**src/rtl/tsw_pkg.sv**
```systemverilog
// Shared types for the task switch sequencer: request causes, fault codes
// and sequencer states, plus helpers that classify causes.
package tsw_pkg;

    typedef enum logic [2:0] {
        CS_JMP_DESC  = 3'd0,
        CS_CALL_DESC = 3'd1,
        CS_JMP_GATE  = 3'd2,
        CS_CALL_GATE = 3'd3,
        CS_INTR_GATE = 3'd4,
        CS_IRET      = 3'd5
    } cause_e;

    typedef enum logic [2:0] {
        FLT_NONE   = 3'd0,
        FLT_PRIV   = 3'd1,
        FLT_ABSENT = 3'd2,
        FLT_LIMIT  = 3'd3,
        FLT_KIND   = 3'd4
    } fault_e;

    typedef enum logic [3:0] {
        ST_IDLE,
        ST_GATE,
        ST_DESC,
        ST_SAVE,
        ST_SWAP,
        ST_LINK,
        ST_LOAD,
        ST_RESUME,
        ST_FAULT
    } state_e;

    // True when the cause reaches its target through a gate descriptor.
    function automatic logic cause_via_gate(cause_e c);
        return (c == CS_JMP_GATE) || (c == CS_CALL_GATE) || (c == CS_INTR_GATE);
    endfunction

    // True when the cause nests the new task under the old one.
    function automatic logic cause_nests(cause_e c);
        return (c == CS_CALL_DESC) || (c == CS_CALL_GATE) || (c == CS_INTR_GATE);
    endfunction

endpackage

```
**src/rtl/tsw_access_check.sv**
```systemverilog
// Combinational check of one looked-up descriptor. Assumes the descriptor
// fields are valid for the selector being checked in the current cycle.
// Priority: kind, privilege, presence, limit.
module tsw_access_check
    import tsw_pkg::*;
#(
    parameter int ADDR_W    = 32,
    parameter int MIN_LIMIT = 23
) (
    input  logic              expect_gate,
    input  logic              do_priv,
    input  logic              check_limit,
    input  logic [1:0]        rpl,
    input  logic [1:0]        cpl,
    input  logic [1:0]        dpl,
    input  logic              present,
    input  logic              is_gate,
    input  logic [ADDR_W-1:0] limit,
    output fault_e            fault
);

    logic [1:0] eff_pl;

    // Effective privilege is the weaker of requester and current level.
    always_comb eff_pl = (rpl > cpl) ? rpl : cpl;

    // Pick the first failing check in priority order.
    always_comb begin
        if (is_gate != expect_gate)
            fault = FLT_KIND;
        else if (do_priv && (eff_pl > dpl))
            fault = FLT_PRIV;
        else if (!present)
            fault = FLT_ABSENT;
        else if (check_limit && (limit < ADDR_W'(MIN_LIMIT)))
            fault = FLT_LIMIT;
        else
            fault = FLT_NONE;
    end

endmodule

```
**src/rtl/tsw_task_reg.sv**
```systemverilog
// Task register model: visible selector with hidden cached base and limit,
// plus the nested-task flag and the current task's back-link selector.
// Each field has its own write enable driven by the sequencer.
module tsw_task_reg #(
    parameter int SEL_W  = 16,
    parameter int ADDR_W = 32
) (
    input  logic              clk,
    input  logic              rst_n,
    input  logic              tr_we,
    input  logic [SEL_W-1:0]  tr_sel_d,
    input  logic [ADDR_W-1:0] tr_base_d,
    input  logic [ADDR_W-1:0] tr_limit_d,
    input  logic              nt_we,
    input  logic              nt_d,
    input  logic              link_we,
    input  logic [SEL_W-1:0]  link_d,
    output logic [SEL_W-1:0]  tr_sel,
    output logic [ADDR_W-1:0] tr_base,
    output logic [ADDR_W-1:0] tr_limit,
    output logic              nt,
    output logic [SEL_W-1:0]  link
);

    // Selector and hidden base/limit are refreshed together.
    always_ff @(posedge clk) begin
        if (!rst_n) begin
            tr_sel   <= '0;
            tr_base  <= '0;
            tr_limit <= '0;
        end else if (tr_we) begin
            tr_sel   <= tr_sel_d;
            tr_base  <= tr_base_d;
            tr_limit <= tr_limit_d;
        end
    end

    // Nested-task flag.
    always_ff @(posedge clk) begin
        if (!rst_n)     nt <= 1'b0;
        else if (nt_we) nt <= nt_d;
    end

    // Back-link of the current task.
    always_ff @(posedge clk) begin
        if (!rst_n)       link <= '0;
        else if (link_we) link <= link_d;
    end

endmodule

```
**src/rtl/tsw_mem_port.sv**
```systemverilog
// Forms the memory request for the current save, link or load step.
// Assumes at most one of do_save/do_link/do_load is high. Layout per task:
// word 0 back-link, word 1 flags (bit 0 nested flag), words 2.. context.
module tsw_mem_port #(
    parameter int SEL_W     = 16,
    parameter int ADDR_W    = 32,
    parameter int DATA_W    = 32,
    parameter int CTX_WORDS = 4,
    parameter int IDX_W     = 3
) (
    input  logic                        do_save,
    input  logic                        do_link,
    input  logic                        do_load,
    input  logic [IDX_W-1:0]            idx,
    input  logic [ADDR_W-1:0]           old_base,
    input  logic [ADDR_W-1:0]           new_base,
    input  logic                        nt_save,
    input  logic [SEL_W-1:0]            old_sel,
    input  logic [CTX_WORDS*DATA_W-1:0] ctx_save,
    output logic                        req,
    output logic                        we,
    output logic [ADDR_W-1:0]           addr,
    output logic [DATA_W-1:0]           wdata
);

    localparam int WORD_BYTES = DATA_W / 8;

    logic [DATA_W-1:0] ctx_w [CTX_WORDS];
    logic [ADDR_W-1:0] word_off;
    logic [DATA_W-1:0] save_word;

    // Split the flat context bus into words.
    for (genvar w = 0; w < CTX_WORDS; w++) begin : g_ctx
        assign ctx_w[w] = ctx_save[w*DATA_W +: DATA_W];
    end

    // Byte offset of word idx inside a state area.
    always_comb word_off = ADDR_W'(idx) * ADDR_W'(WORD_BYTES);

    // Save step idx 0 is the flags word, idx k is context word k-1.
    always_comb begin
        save_word = {{(DATA_W-1){1'b0}}, nt_save};
        for (int i = 0; i < CTX_WORDS; i++)
            if (idx == IDX_W'(i + 1)) save_word = ctx_w[i];
    end

    // Drive the request for whichever step is active.
    always_comb begin
        req   = do_save | do_link | do_load;
        we    = do_save | do_link;
        addr  = '0;
        wdata = '0;
        if (do_save) begin
            addr  = old_base + ADDR_W'(WORD_BYTES) + word_off;
            wdata = save_word;
        end else if (do_link) begin
            addr  = new_base;
            wdata = DATA_W'(old_sel);
        end else if (do_load) begin
            addr  = new_base + word_off;
        end
    end

endmodule

```
**src/rtl/task_switch_ctrl.sv**
```systemverilog
// Task switch sequencer. Accepts a cause and selector, resolves a gate if
// present, checks the target, saves the outgoing context, loads the task
// register, writes the back-link for nesting causes and reads the incoming
// task. Assumes the descriptor port answers in the same cycle and that
// ctx_save is held steady while busy.
module task_switch_ctrl
    import tsw_pkg::*;
#(
    parameter int SEL_W     = 16,
    parameter int ADDR_W    = 32,
    parameter int DATA_W    = 32,
    parameter int CTX_WORDS = 4
) (
    input  logic                        clk,
    input  logic                        rst_n,
    input  logic                        trig_valid,
    input  logic [2:0]                  trig_cause,
    input  logic [SEL_W-1:0]            trig_sel,
    input  logic [1:0]                  cpl,
    input  logic [CTX_WORDS*DATA_W-1:0] ctx_save,
    output logic [SEL_W-1:0]            dt_sel,
    input  logic                        dt_present,
    input  logic                        dt_gate,
    input  logic [1:0]                  dt_dpl,
    input  logic [ADDR_W-1:0]           dt_base,
    input  logic [ADDR_W-1:0]           dt_limit,
    input  logic [SEL_W-1:0]            dt_gate_sel,
    output logic                        mem_req,
    output logic                        mem_we,
    output logic [ADDR_W-1:0]           mem_addr,
    output logic [DATA_W-1:0]           mem_wdata,
    input  logic                        mem_ack,
    input  logic [DATA_W-1:0]           mem_rdata,
    output logic [SEL_W-1:0]            tr_sel,
    output logic [ADDR_W-1:0]           tr_base,
    output logic [ADDR_W-1:0]           tr_limit,
    output logic                        nt_flag,
    output logic [CTX_WORDS*DATA_W-1:0] ctx_load,
    output logic                        busy,
    output logic                        done,
    output logic                        fault_valid,
    output logic [2:0]                  fault_code
);

    localparam int WORD_BYTES = DATA_W / 8;
    localparam int AREA_WORDS = CTX_WORDS + 2;
    localparam int MIN_LIMIT  = AREA_WORDS * WORD_BYTES - 1;
    localparam int IDX_W      = $clog2(AREA_WORDS);
    localparam logic [IDX_W-1:0] SAVE_LAST = IDX_W'(CTX_WORDS);
    localparam logic [IDX_W-1:0] LOAD_LAST = IDX_W'(CTX_WORDS + 1);
    localparam logic [SEL_W-1:0] RPL_MASK  = ~SEL_W'(3);

    state_e            state;
    cause_e            cause_q;
    logic [SEL_W-1:0]  req_sel_q;
    logic [SEL_W-1:0]  tgt_sel_q;
    logic [SEL_W-1:0]  old_sel_q;
    logic [1:0]        cpl_q;
    logic [ADDR_W-1:0] new_base_q;
    logic [ADDR_W-1:0] new_limit_q;
    logic [IDX_W-1:0]  idx_q;
    fault_e            fault_q;
    fault_e            chk_fault;
    cause_e            trig_cause_e;
    logic              cause_ok;
    logic              accept;
    logic              chk_do_priv;
    logic              load_hit;
    logic [SEL_W-1:0]  link_sel;
    logic [DATA_W-1:0] ctx_r [CTX_WORDS];

    // Decode the incoming request and decide whether it is taken.
    always_comb begin
        trig_cause_e = cause_e'(trig_cause);
        cause_ok     = (trig_cause <= 3'd5);
        accept       = (state == ST_IDLE) && trig_valid && cause_ok &&
                       ((trig_cause_e != CS_IRET) || nt_flag);
    end

    // Gate stage checks the gate; the descriptor stage checks the target.
    always_comb begin
        dt_sel = (state == ST_GATE) ? req_sel_q : tgt_sel_q;
        if (state == ST_GATE)
            chk_do_priv = (cause_q != CS_INTR_GATE);
        else
            chk_do_priv = (cause_q == CS_JMP_DESC) || (cause_q == CS_CALL_DESC);
    end

    tsw_access_check #(
        .ADDR_W    (ADDR_W),
        .MIN_LIMIT (MIN_LIMIT)
    ) u_check (
        .expect_gate (state == ST_GATE),
        .do_priv     (chk_do_priv),
        .check_limit (state == ST_DESC),
        .rpl         (req_sel_q[1:0]),
        .cpl         (cpl_q),
        .dpl         (dt_dpl),
        .present     (dt_present),
        .is_gate     (dt_gate),
        .limit       (dt_limit),
        .fault       (chk_fault)
    );

    // Main sequencer.
    always_ff @(posedge clk) begin
        if (!rst_n) begin
            state       <= ST_IDLE;
            cause_q     <= CS_JMP_DESC;
            req_sel_q   <= '0;
            tgt_sel_q   <= '0;
            old_sel_q   <= '0;
            cpl_q       <= '0;
            new_base_q  <= '0;
            new_limit_q <= '0;
            idx_q       <= '0;
            fault_q     <= FLT_NONE;
        end else begin
            case (state)
                ST_IDLE: begin
                    if (accept) begin
                        cause_q   <= trig_cause_e;
                        req_sel_q <= trig_sel;
                        cpl_q     <= cpl;
                        old_sel_q <= tr_sel;
                        idx_q     <= '0;
                        tgt_sel_q <= (trig_cause_e == CS_IRET) ? link_sel : trig_sel;
                        state     <= cause_via_gate(trig_cause_e) ? ST_GATE : ST_DESC;
                    end
                end
                ST_GATE: begin
                    if (chk_fault != FLT_NONE) begin
                        fault_q <= chk_fault;
                        state   <= ST_FAULT;
                    end else begin
                        tgt_sel_q <= dt_gate_sel;
                        state     <= ST_DESC;
                    end
                end
                ST_DESC: begin
                    if (chk_fault != FLT_NONE) begin
                        fault_q <= chk_fault;
                        state   <= ST_FAULT;
                    end else begin
                        new_base_q  <= dt_base;
                        new_limit_q <= dt_limit;
                        tgt_sel_q   <= tgt_sel_q & RPL_MASK;
                        state       <= ST_SAVE;
                    end
                end
                ST_SAVE: begin
                    if (mem_ack) begin
                        if (idx_q == SAVE_LAST) begin
                            idx_q <= '0;
                            state <= ST_SWAP;
                        end else begin
                            idx_q <= idx_q + 1'b1;
                        end
                    end
                end
                ST_SWAP: begin
                    state <= cause_nests(cause_q) ? ST_LINK : ST_LOAD;
                end
                ST_LINK: begin
                    if (mem_ack) state <= ST_LOAD;
                end
                ST_LOAD: begin
                    if (mem_ack) begin
                        if (idx_q == LOAD_LAST) begin
                            idx_q <= '0;
                            state <= ST_RESUME;
                        end else begin
                            idx_q <= idx_q + 1'b1;
                        end
                    end
                end
                ST_RESUME: state <= ST_IDLE;
                ST_FAULT:  state <= ST_IDLE;
                default:   state <= ST_IDLE;
            endcase
        end
    end

    // A completed read during the load phase.
    always_comb load_hit = (state == ST_LOAD) && mem_ack;

    tsw_task_reg #(
        .SEL_W  (SEL_W),
        .ADDR_W (ADDR_W)
    ) u_treg (
        .clk        (clk),
        .rst_n      (rst_n),
        .tr_we      (state == ST_SWAP),
        .tr_sel_d   (tgt_sel_q),
        .tr_base_d  (new_base_q),
        .tr_limit_d (new_limit_q),
        .nt_we      (load_hit && (idx_q == IDX_W'(1))),
        .nt_d       (cause_nests(cause_q) | mem_rdata[0]),
        .link_we    (load_hit && (idx_q == '0)),
        .link_d     (mem_rdata[SEL_W-1:0]),
        .tr_sel     (tr_sel),
        .tr_base    (tr_base),
        .tr_limit   (tr_limit),
        .nt         (nt_flag),
        .link       (link_sel)
    );

    tsw_mem_port #(
        .SEL_W     (SEL_W),
        .ADDR_W    (ADDR_W),
        .DATA_W    (DATA_W),
        .CTX_WORDS (CTX_WORDS),
        .IDX_W     (IDX_W)
    ) u_mport (
        .do_save  (state == ST_SAVE),
        .do_link  (state == ST_LINK),
        .do_load  (state == ST_LOAD),
        .idx      (idx_q),
        .old_base (tr_base),
        .new_base (new_base_q),
        .nt_save  ((cause_q == CS_IRET) ? 1'b0 : nt_flag),
        .old_sel  (old_sel_q),
        .ctx_save (ctx_save),
        .req      (mem_req),
        .we       (mem_we),
        .addr     (mem_addr),
        .wdata    (mem_wdata)
    );

    // Incoming context words, captured as each read completes.
    for (genvar w = 0; w < CTX_WORDS; w++) begin : g_load
        always_ff @(posedge clk) begin
            if (!rst_n)
                ctx_r[w] <= '0;
            else if (load_hit && (idx_q == IDX_W'(w + 2)))
                ctx_r[w] <= mem_rdata;
        end
        assign ctx_load[w*DATA_W +: DATA_W] = ctx_r[w];
    end

    // Status outputs follow the sequencer state.
    always_comb begin
        busy        = (state != ST_IDLE);
        done        = (state == ST_RESUME);
        fault_valid = (state == ST_FAULT);
        fault_code  = (state == ST_FAULT) ? fault_q : FLT_NONE;
    end

endmodule

```
**config.mk**
```make
export PLATFORM = sky130hd
export DESIGN_NAME = task_switch_ctrl
export DESIGN_NICKNAME = d
export VERILOG_FILES = /design/src/rtl/tsw_pkg.sv /design/src/rtl/tsw_access_check.sv /design/src/rtl/tsw_task_reg.sv /design/src/rtl/tsw_mem_port.sv /design/src/rtl/task_switch_ctrl.sv
export SDC_FILE = /design/constraint.sdc
export NUM_CORES = 1
export LEC_CHECK = 0
export ABC_AREA = 0
export BUFFER_PORTS_ARGS = -buffer_cell sky130_fd_sc_hd__buf_4
export CORE_AREA = 5 5 214 216
export DETAILED_ROUTE_END_ITERATION = 12
export DIE_AREA = 0 0 219 221
export PLACE_DENSITY = 0.61
export SETUP_SLACK_MARGIN = 0.4
export SLEW_MARGIN = 10
export SYNTH_ARGS = -nofsm -noshare
export SYNTH_HDL_FRONTEND = slang
export SYNTH_SLANG_ARGS = --single-unit
```
**constraint.sdc**
```tcl
create_clock -name clk -period 7.2 [get_ports clk]
set_input_delay 0.72 -clock clk [delete_from_list [all_inputs] [get_ports clk]]
set_output_delay 0.72 -clock clk [all_outputs]
set_load 0.005 [all_outputs]
```
==> results of run 1 <==
==> sequential cells by signal, indices dropped and copies added (netlist names) <==
name	flops
cause_q	3
cpl_q	2
ctx_r	128
fault_q	3
idx_q	3
new_base_q	32
new_limit_q	32
old_sel_q	16
req_sel_q	16
state	4
tgt_sel_q	16
u_treg.link	16
u_treg.nt	1
u_treg.tr_base	32
u_treg.tr_limit	32
u_treg.tr_sel	16
==> logic make-up after synthesis <==
| logic type | Yosys count |
|---|---|
| buffers and inverters | 176 |
| and+or+nand+nor | 872 |
| AOI/OAI and AO/OA | 487 |
| adders and majority gates | 21 |
| DFF | 352 |
| xor gates and xnor gates | 36 |
| muxes | 20 |
==> final timing paths <==
path | endpoint | from | cells past startpoint
worst max-delay path | mem_addr[22] | state[2]$_SDFFE_PN0P_ | 8
worst min-delay path | new_base_q[14]$_SDFFE_PN0P_ | dt_base[14] | 3
worst max register to register | new_base_q[26]$_SDFFE_PN0P_ | req_sel_q[1]$_SDFFE_PN0P_ | 12
worst min register to register | u_treg.tr_limit[5]$_SDFFE_PN0P_ | new_limit_q[5]$_SDFFE_PN0P_ | 2
==> power groups by stage <==
stage               registers (µW)  clock network, µW  logic [µW]
floorplan                     2190                  0         211
global placement              2200                  0         487
detailed placement            2210                  0         492
CTS                           2160               2080         495
global route                  2170               2160         533
finish                        2160               2040         490
==> cell type report <==
class | instances | area (µm²)
diodes | 3 | 7.51
fillers | 4200 | 21100
repair buffers | 586 | 4400
flip-flops and latches | 352 | 8330
clock buffers | 55 | 1120
inverters | 26 | 103
multi-input cells | 1436 | 7730
well taps | 592 | 741
clock inverters | 19 | 201
==> metal layers <==
layer | up-vias | part of all wire (%) | GRT usage [%]
li1 | 7771 | - | -
met1 | 7774 | 39 | 31.4
met2 | 671 | 49 | 44.0
met3 | 106 | 9.3 | 7.14
met4 | 6 | 3.1 | 8.63
met5 | - | 0.050 | 0
==> critical path, cell delays in order, from the launching register on <==
cell and delay (ps):
dfxtp_1 790, inv_1 270, nor2_1 290, nand2_1 470
buf_4 390, nand2_1 150, o311a_1 200, a2bb2oi_1 270
buf_4 160
==> synthesized netlist by cell type (all sizes together), types with 2 or more instances <==
library cell,n
nor4b,4
nand4,14
or2,2
o211ai,7
buf,31
nand2,482
nor2,76
nand3,91
a31oi,8
o22ai,3
xor2,13
nor3,15
and3,12
a32oi,3
edfxtp,128
xnor2,23
nor4,15
o41ai,2
a311oi,2
a22oi,38
and2,133
a21o,3
fa,2
or3,4
ha,19
inv,26
clkbuf,119
o31ai,6
a21oi,225
o21ai,144
nand2b,3
a221oi,4
a211oi,6
and4,4
nor2b,7
o221ai,9
or4,4
mux2i,20
dfxtp,224
a22o,17
==> stage by stage <==
stage | worst slack, ps | total power, µW
detailed placement | 3370 | 2700
global placement | 3560 | 2690
finish | 2940 | 4690
global route | 2650 | 4870
CTS | 2940 | 4740
floorplan | 3010 | 2400
==> impl_metrics.ini, run 1 <==
[outcome]
outcome = complete, no violations

[power_and_ir_drop]
switching_share_pct = 25.2
peakVddDrop_v = 0.000189
p_seq_share_pct = 46.1
switching_power_uw = 1180
comb_power_share_pct = 10.4
p_leak_uw = 0.00919
p_int_uw = 3510
power_density_nw_per_um2 = 207
clkPwrFrac_pct = 43.4

[grt]
grt_max_degree = 130
antenna_found_initial = 6
grt_pass1_wl_um = 97900
grt_pass1_vias = 15769
grt_usage_pct = 25.8
overflow = 0

[place]
dpl.hpwl_um = 47600
post-place-cells = 2992
placed_area_um2 = 21300
gp_congestion = 0.887
io_buffers = 565

[clock_network]
ctsHtreeMaxLevel = 2
clock_path_buffers = 3
tritoncts = built
cts_inserted_buffers = 41
cts_hold_buf = 0
clock_latency_ps = 580
root_buffer = clkbuf_16
ctsResizeCount = 0
post_cts_buffers = 0
clk_pin_slew_ps = 60
cts_sinks = 352

[synth]
syn_nets = 2254
synth_top_family_by_area = simple AND/OR/NAND/NOR gates
yosysSeqAreaShare_pct = 49.9
synthSimpleGateAreaFrac_pct = 24.0
synthFlopType = dfxtp_1
synth-compound-area-share_pct = 17.0
yosys.area.top_type_share_pct = 26.9
synth.avg_cell_area_um2 = 8.49
synthMuxAreaShare_pct = 1.20
synth-warning-count = 0
yosys-top-cells-area = dfxtp_1 27%, edfxtp_1 23%, nand2_1 11%
async_reset_ff_share_pct = 0
synth-xor-area-share_pct = 1.89
synth_top_area_cell = dfxtp_1
synth_edf_count = 128
synth_adder_area_share_pct = 1.67
syn_area_um2 = 16700
synth_cell_type_count = 67
synth_seq_cells = 352
synthCells = 1964

[finish]
fin_area_um2 = 22600
syn2layout_area_growth_pct = 35.7
layout_common_cells = 586 x buf_4, 481 x nand2_1, 225 x a21oi_1
drive_gt1_share_pct = 27.3
final_common_cell = buf_4
layout.cells.non_filler = 3069
final_core_util_pct = 51.7
final_nets = 2733

[routing]
wire_per_inst_um = 21.4
vias_per_cell = 5.32
wl_um = 65700
vias = 16328
first_pass_iters = 6
route.detailed.drc = 0
ant_nets = 0
drtIter0Drc = 1240

[die]
die_x_um = 219
initial_core_util_pct = 38.1
io_pins = 566
placementRows = 77
die-area_um2 = 48400
core_area_um2 = 43700
dieHeight_um = 221

[setup_path]
required_ps = 6480
arrival_ps = 3540
cp_max_fo = 20
reg2reg_slack_ps = 3370
criticalPathCategory = flop to primary output
critPathLaunchType = flop
end_kind = primary output

[timing]
setup_viol = 0
rsz0062_at_grt = no
finalHoldViolCount = 0
max-slew-margin-rel_pct = 16.3
finalMaxSlewViolations = 0
hold_ws_ps = 365
worst_slew_pin_slew_ps = 1250
finalCritPeriodShare_pct = 59.2
skew_ps = 27.1
clock.fmax_mhz = 235
fin_crit_ps = 4260
tns_ps = 0

[hold_path]
holdCritPathClass = input port to flop

[flow_run]
max_cap_violations = 0
(Power assumes the default switching activity.)
==> run 2: changes to the inputs <==
--- a/config.mk
+++ b/config.mk
@@ -7,10 +7,10 @@
 export LEC_CHECK = 0
 export ABC_AREA = 0
 export BUFFER_PORTS_ARGS = -buffer_cell sky130_fd_sc_hd__buf_4
-export CORE_AREA = 5 5 214 216
+export CORE_AREA = 5 5 216 218
 export DETAILED_ROUTE_END_ITERATION = 12
-export DIE_AREA = 0 0 219 221
-export PLACE_DENSITY = 0.61
+export DIE_AREA = 0 0 221 223
+export PLACE_DENSITY = 0.6
 export SETUP_SLACK_MARGIN = 0.4
 export SLEW_MARGIN = 10
 export SYNTH_ARGS = -nofsm -noshare
==> constraint.sdc (replaced) <==
create_clock -name clk -period 4.3 [get_ports clk]
set_input_delay 0.43 -clock clk [delete_from_list [all_inputs] [get_ports clk]]
set_output_delay 0.43 -clock clk [all_outputs]
set_load 0.005 [all_outputs]
==> run 2 against run 1 <==
Net effect:
- critical path type unchanged
- power is 67% higher
- clock skew up 1.5 ps
- largest cell class unchanged
- highest routed layer unchanged
- via count is 1.7% higher
- sequential power rose by 68%
- non-clock buffer count is 10 higher
- global-route usage increased by 0.079 points
- utilization down 0.89 points
- combinational power up 69%
- clock power increased by 66%
- final cell count increased by 0.55%
- sequential share of layout area down 0.16 points
==> impl_metrics.ini, run 2 (synthesis gave the netlist of run 1 again) <==
[clock_network]
clk_pin_slew_ps = 60
cts_sinks = 352
tritoncts = built
ctsHtreeMaxLevel = 2
cts_hold_buf = 0
cts_inserted_buffers = 41
post_cts_buffers = 0
clock_path_buffers = 3
root_buffer = clkbuf_16
clock_latency_ps = 580

[grt]
use_met2_pct = 42.5
grtUsageMet3_pct = 5.32
grt_pass1_wl_um = 101000
antenna_found_initial = 4
grt_usage_pct = 25.9
grt_pass1_vias = 15589
grt_max_degree = 129
overflow = 0
top_usage_layer = met2
grt_use_met1_pct = 34.5

[place]
io_buffers = 565
gp_congestion = 0.943
placed_area_um2 = 21400
pre_cts_ws_ps = 1010
dpl.hpwl_um = 49400

[setup_path]
required_ps = 3870
r2r_start = state[1]$_SDFFE_PN0P_
criticalPathCategory = flop to primary output
arrival_ps = 3260
end_kind = primary output
critPathLaunchType = flop
cp_max_fo = 9
crit_start = new_base_q[7]$_SDFFE_PN0P_

[routing]
vias_per_cell = 5.38
first_pass_iters = 5
route.detailed.drc = 0
wl_um = 67800
wire_per_inst_um = 22.0
vias = 16602
drtIter0Drc = 1633
ant_nets = 0

[timing]
fin_ws_ps = 610
max-slew-margin-rel_pct = 31.2
finalCritPeriodShare_pct = 85.8
tns_ps = 0
finalHoldViolCount = 0
setup_viol = 0
worst_slew_pin_slew_ps = 1030
fin_crit_ps = 3690
finalMaxSlewViolations = 0
clock.fmax_mhz = 271
skew_ps = 28.5
rsz0062_at_grt = no

[finish]
final_common_cell = buf_4
final_core_util_pct = 50.8
top_register = ctx_r
drive_gt1_share_pct = 27.9
layout_common_cells = 595 x buf_4, 480 x nand2_1, 224 x a21oi_1, 224 x dfxtp_1, 132 x and2_1
syn2layout_area_growth_pct = 36.3
final_nets = 2743
fin_area_um2 = 22700
largest_reg_flops = 128

[power_and_ir_drop]
p_leak_uw = 0.00925
power_density_nw_per_um2 = 345
peakVddDrop_v = 0.000238

[die]
placementRows = 78
die_x_um = 221
initial_core_util_pct = 37.3
core_area_um2 = 44700
die-area_um2 = 49300
io_pins = 566
dieHeight_um = 223

[hold_path]
holdCritPathClass = input port to flop
hold_start = dt_base[0]

[flow_run]
max_cap_violations = 0

[outcome]
outcome = complete, no violations
## run 2: changes by cell type in the layout (fill, tap and decap cells not counted), sizes merged
cell      previous run  this run
buf                586       596
bufinv               2         1
diode                3         2
inv                 28        27
clkinv              12        14
clkbuf              55        58
clkinvlp             3         0
## run 2: critical path: stages (launching register included)
cell and delay (ps):
dfxtp_1 470, nand4_1 230, or3_1 550, nor4_4 630
nand4_1 190, xor2_1 170, o221ai_1 270, buf_4 170
## run 2: final cells by class
class                           instances  area [µm²]
Multi-Input combinational cell       1436        7750
Clock buffer                           58        1150
Tap cell                              600         751
Fill cell                            4316       22000
Timing Repair Buffer                  596        4490
Clock inverter                         16         153
Sequential cell                       352        8330
Antenna cell                            2        5.00
Inverter                               26         103
## run 2: where the power goes
group	internal, µW	total (µW)	switching [µW]	leakage (µW)
Sequential	3550	3630	80.1	0.00313
Combinational	368	830	462	0.00548
Clock	1940	3380	1450	0.000641
## run 2: path summary, 6_finish.rpt
path | slack [ps] | depth (start not counted) | to
hold / removal | 70 | 3 | new_base_q[0]$_SDFFE_PN0P_
hold reg to reg | 450 | 2 | u_treg.tr_limit[7]$_SDFFE_PN0P_
setup reg to reg | 990 | 4 | ctx_r[3][2]$_SDFFCE_PN0P_
setup / recovery | 610 | 7 | mem_addr[31]
## run 2: stage by stage
| stage | instances | power, µW | hold WS, ps |
|---|---|---|---|
| 3_5_place_dp | 3010 | 4530 | 447 |
| 3_3_place_gp | 3010 | 4520 | 437 |
| 2_1_floorplan | 1964 | 4020 | 432 |
| 6_report | 3086 | 7840 | 71.9 |
| 4_1_cts | 3084 | 7910 | 43.3 |
| 5_1_grt | 3086 | 8130 | 65.6 |
## run 2: repair_timing
action	4_1_cts	5_1_grt
pin swaps	0	0
setup endpoints to repair	4	5
resized for setup	2	3
## run 2: layer usage
metal  vias to the layer above  wire length, µm
li1                       7794                -
met1                      7964            28600
met2                       736            32200
met3                       104             5080
met4                         4             2000
met5                         -               21
==> run 3: changes to the inputs <==
--- a/config.mk
+++ b/config.mk
@@ -7,12 +7,13 @@
 export LEC_CHECK = 0
 export ABC_AREA = 0
 export BUFFER_PORTS_ARGS = -buffer_cell sky130_fd_sc_hd__buf_4
-export CORE_AREA = 5 5 216 218
+export CORE_AREA = 5 5 220 222
 export DETAILED_ROUTE_END_ITERATION = 12
-export DIE_AREA = 0 0 221 223
-export PLACE_DENSITY = 0.6
+export DIE_AREA = 0 0 225 227
+export PLACE_DENSITY = 0.59
 export SETUP_SLACK_MARGIN = 0.4
 export SLEW_MARGIN = 10
 export SYNTH_ARGS = -nofsm -noshare
 export SYNTH_HDL_FRONTEND = slang
+export SYNTH_HIERARCHICAL = 1
 export SYNTH_SLANG_ARGS = --single-unit
==> run 3 against run 2 <==
Net effect:
- non-clock buffer count shrank 5
- global-route usage is 2.7 points lower
- power increased by 5.8%
- flip-flop and latch count is the same
- final area rose by 2.2%
- clock skew down 14 ps
- critical path type unchanged
==> impl_metrics.ini, run 3 <==
[power_and_ir_drop]
power_uw = 8300
power_density_nw_per_um2 = 357
peakVddDrop_v = 0.000296
p_leak_uw = 0.00945

[grt]
grt_max_degree = 70
grt_pass1_vias = 14606
overflow = 0
grt_pass1_wl_um = 91800
antenna_found_initial = 3
grt_usage_pct = 23.2

[synth]
synth_cell_type_count = 74
syn_area_um2 = 17200
yosys-top-cells-count = 289 x nand2_1, 224 x dfxtp_1, 154 x and2_1, 149 x mux2i_1, 139 x a21oi_1
synth.avg_cell_area_um2 = 9.79
synth.most_common_cell = nand2_1
synthCells = 1759
synth_seq_cells = 352
async_reset_ff_share_pct = 0
synth-warning-count = 6
yosys.area.top_type_share_pct = 26.0
synthFlopType = dfxtp_1
synth_top_area_cell = dfxtp_1
yosys-top-cells-area = dfxtp_1 26%, edfxtp_1 22%, mux2i_1 8.7%
syn_nets = 2049
yosysSeqAreaShare_pct = 48.4
synth_edf_count = 128

[finish]
top_register = ctx_r
fin_area_um2 = 23200
final_nets = 2564
largest_reg_flops = 128
layout_common_cells = 588 x buf_4, 286 x nand2_1, 219 x dfxtp_1
fill_cells = 4338
drive_gt1_share_pct = 31.2
final_common_cell = buf_4
syn2layout_area_growth_pct = 34.8

[place]
dpl.hpwl_um = 46900
io_buffers = 565
gp_congestion = 0.836
placed_area_um2 = 21800

[routing]
route.detailed.drc = 0
ant_nets = 0
drtIter0Drc = 950
wl_um = 63300
first_pass_iters = 5
vias = 14833
wire_per_inst_um = 21.7
vias_per_cell = 5.09

[die]
die-area_um2 = 51100
core_area_um2 = 46200
dieHeight_um = 227
io_pins = 566
placementRows = 79
initial_core_util_pct = 37.3
die_x_um = 225

[clock_network]
clk_pin_slew_ps = 60
cts_sinks = 352
tritoncts = built
ctsHtreeMaxLevel = 2
root_buffer = clkbuf_16
cts_inserted_buffers = 42
clock_latency_ps = 560
clock_path_buffers = 3

[setup_path]
arrival_ps = 3310
end_kind = primary output
cp_max_fo = 6
criticalPathCategory = flop to primary output
required_ps = 3870
critPathLaunchType = flop

[timing]
worst_slew_pin_slew_ps = 1170
hold_ws_ps = 127
tns_ps = 0
rsz0062_at_grt = no
finalMaxSlewViolations = 0
fin_crit_ps = 3740
clock.fmax_mhz = 267
finalHoldViolCount = 0
finalCritPeriodShare_pct = 87.0
max-slew-margin-rel_pct = 22.2
skew_ps = 14.3
setup_viol = 0

[outcome]
outcome = complete, no violations

[flow_run]
max_cap_violations = 0

[hold_path]
holdCritPathClass = input port to flop
==> run 3: cell count changes in the layout (fill, tap and decap cells not counted), moves of 19 or more <==
cell     change
nand2_1    -194
mux2i_1    +129
nor2b_1     +97
a21oi_1     -85
o21ai_0     -82
nand3_1     -74
a22oi_1     -34
and2_1      +22
a22o_1      +19
==> run 3: logic make-up (layout without fill, tap and decap cells) <==
logic type	Yosys count	after routing	synth area share, %
compound gates	293	293	11.0
simple gates	719	719	21.7
buf+inv	154	701	4.85
flops	352	352	48.4
xor+xnor	55	55	2.80
other cells	0	1	0
fa+ha+maj	21	21	1.61
mux	165	165	9.71
==> run 3: critical path, stage by stage (launching register included) <==
cell	delay [ps]
dfxtp_2	330
inv_1	80
ha_1	210
inv_1	50
ha_1	150
inv_1	60
fa_2	350
nand2b_4	160
a2111o_2	570
buf_4	200
nor2_1	110
xor2_1	80
a22o_1	270
buf_4	140
==> run 3: path summary, 6_finish.rpt <==
kind	to	slack, ps	cells past startpoint	start
min reg2reg	req_sel_q[5]$_SDFFE_PN0P_	450	2	req_sel_q[5]$_SDFFE_PN0P_
min	new_base_q[12]$_SDFFE_PN0P_	130	3	dt_base[12]
max	mem_addr[21]	560	13	idx_q[0]$_SDFFE_PN0P_
max reg2reg	tgt_sel_q[11]$_SDFFE_PN0P_	820	14	req_sel_q[1]$_SDFFE_PN0P_
==> run 3: area by class of cell <==
class	count	area, µm²	share of cell area [%]
Clock buffer	51	1120	4.81
Tap cell	607	759	3.27
Clock inverter	25	277	1.19
Inverter	34	131	0.566
Timing Repair Buffer	591	4470	19.2
Sequential cell	352	8330	35.9
Multi-Input combinational cell	1253	8140	35.0
Antenna cell	1	2.50	0.0108
==> run 3: metrics by stage <==
step / util [%] / setup slack [ps] / std cells
floorplan: - / 1120 / 1759
global placement: 47.2 / 694 / 2836
detailed placement: 47.2 / 599 / 2836
CTS: 50.2 / 423 / 2912
global route: 50.3 / 415 / 2914
finish: 50.3 / 560 / 2914
==> run 3: repair_timing <==
action                                  4_1_cts  5_1_grt
hold buffers                                  0        0
buffers inserted                              0        1
endpoints found under the setup margin        7       68
resized for setup                             3       12
gates cloned                                  0        0
pin swaps                                     1        1
==> run 3: per-layer routing <==
metal | routed length [µm] | global-route usage (%)
met2 | 30600 | 38.5
met4 | 1200 | 5.66
met5 | 34 | 0.276
met1 | 26700 | 30.8
met3 | 4770 | 5.51
==> run 3: power breakdown <==
part	leakage, µW	switching, µW	internal [µW]
sequential	0.00313	109	3570
combinational	0.00565	536	475
clock	0.000666	1450	2160
total	0.00945	2090	6210
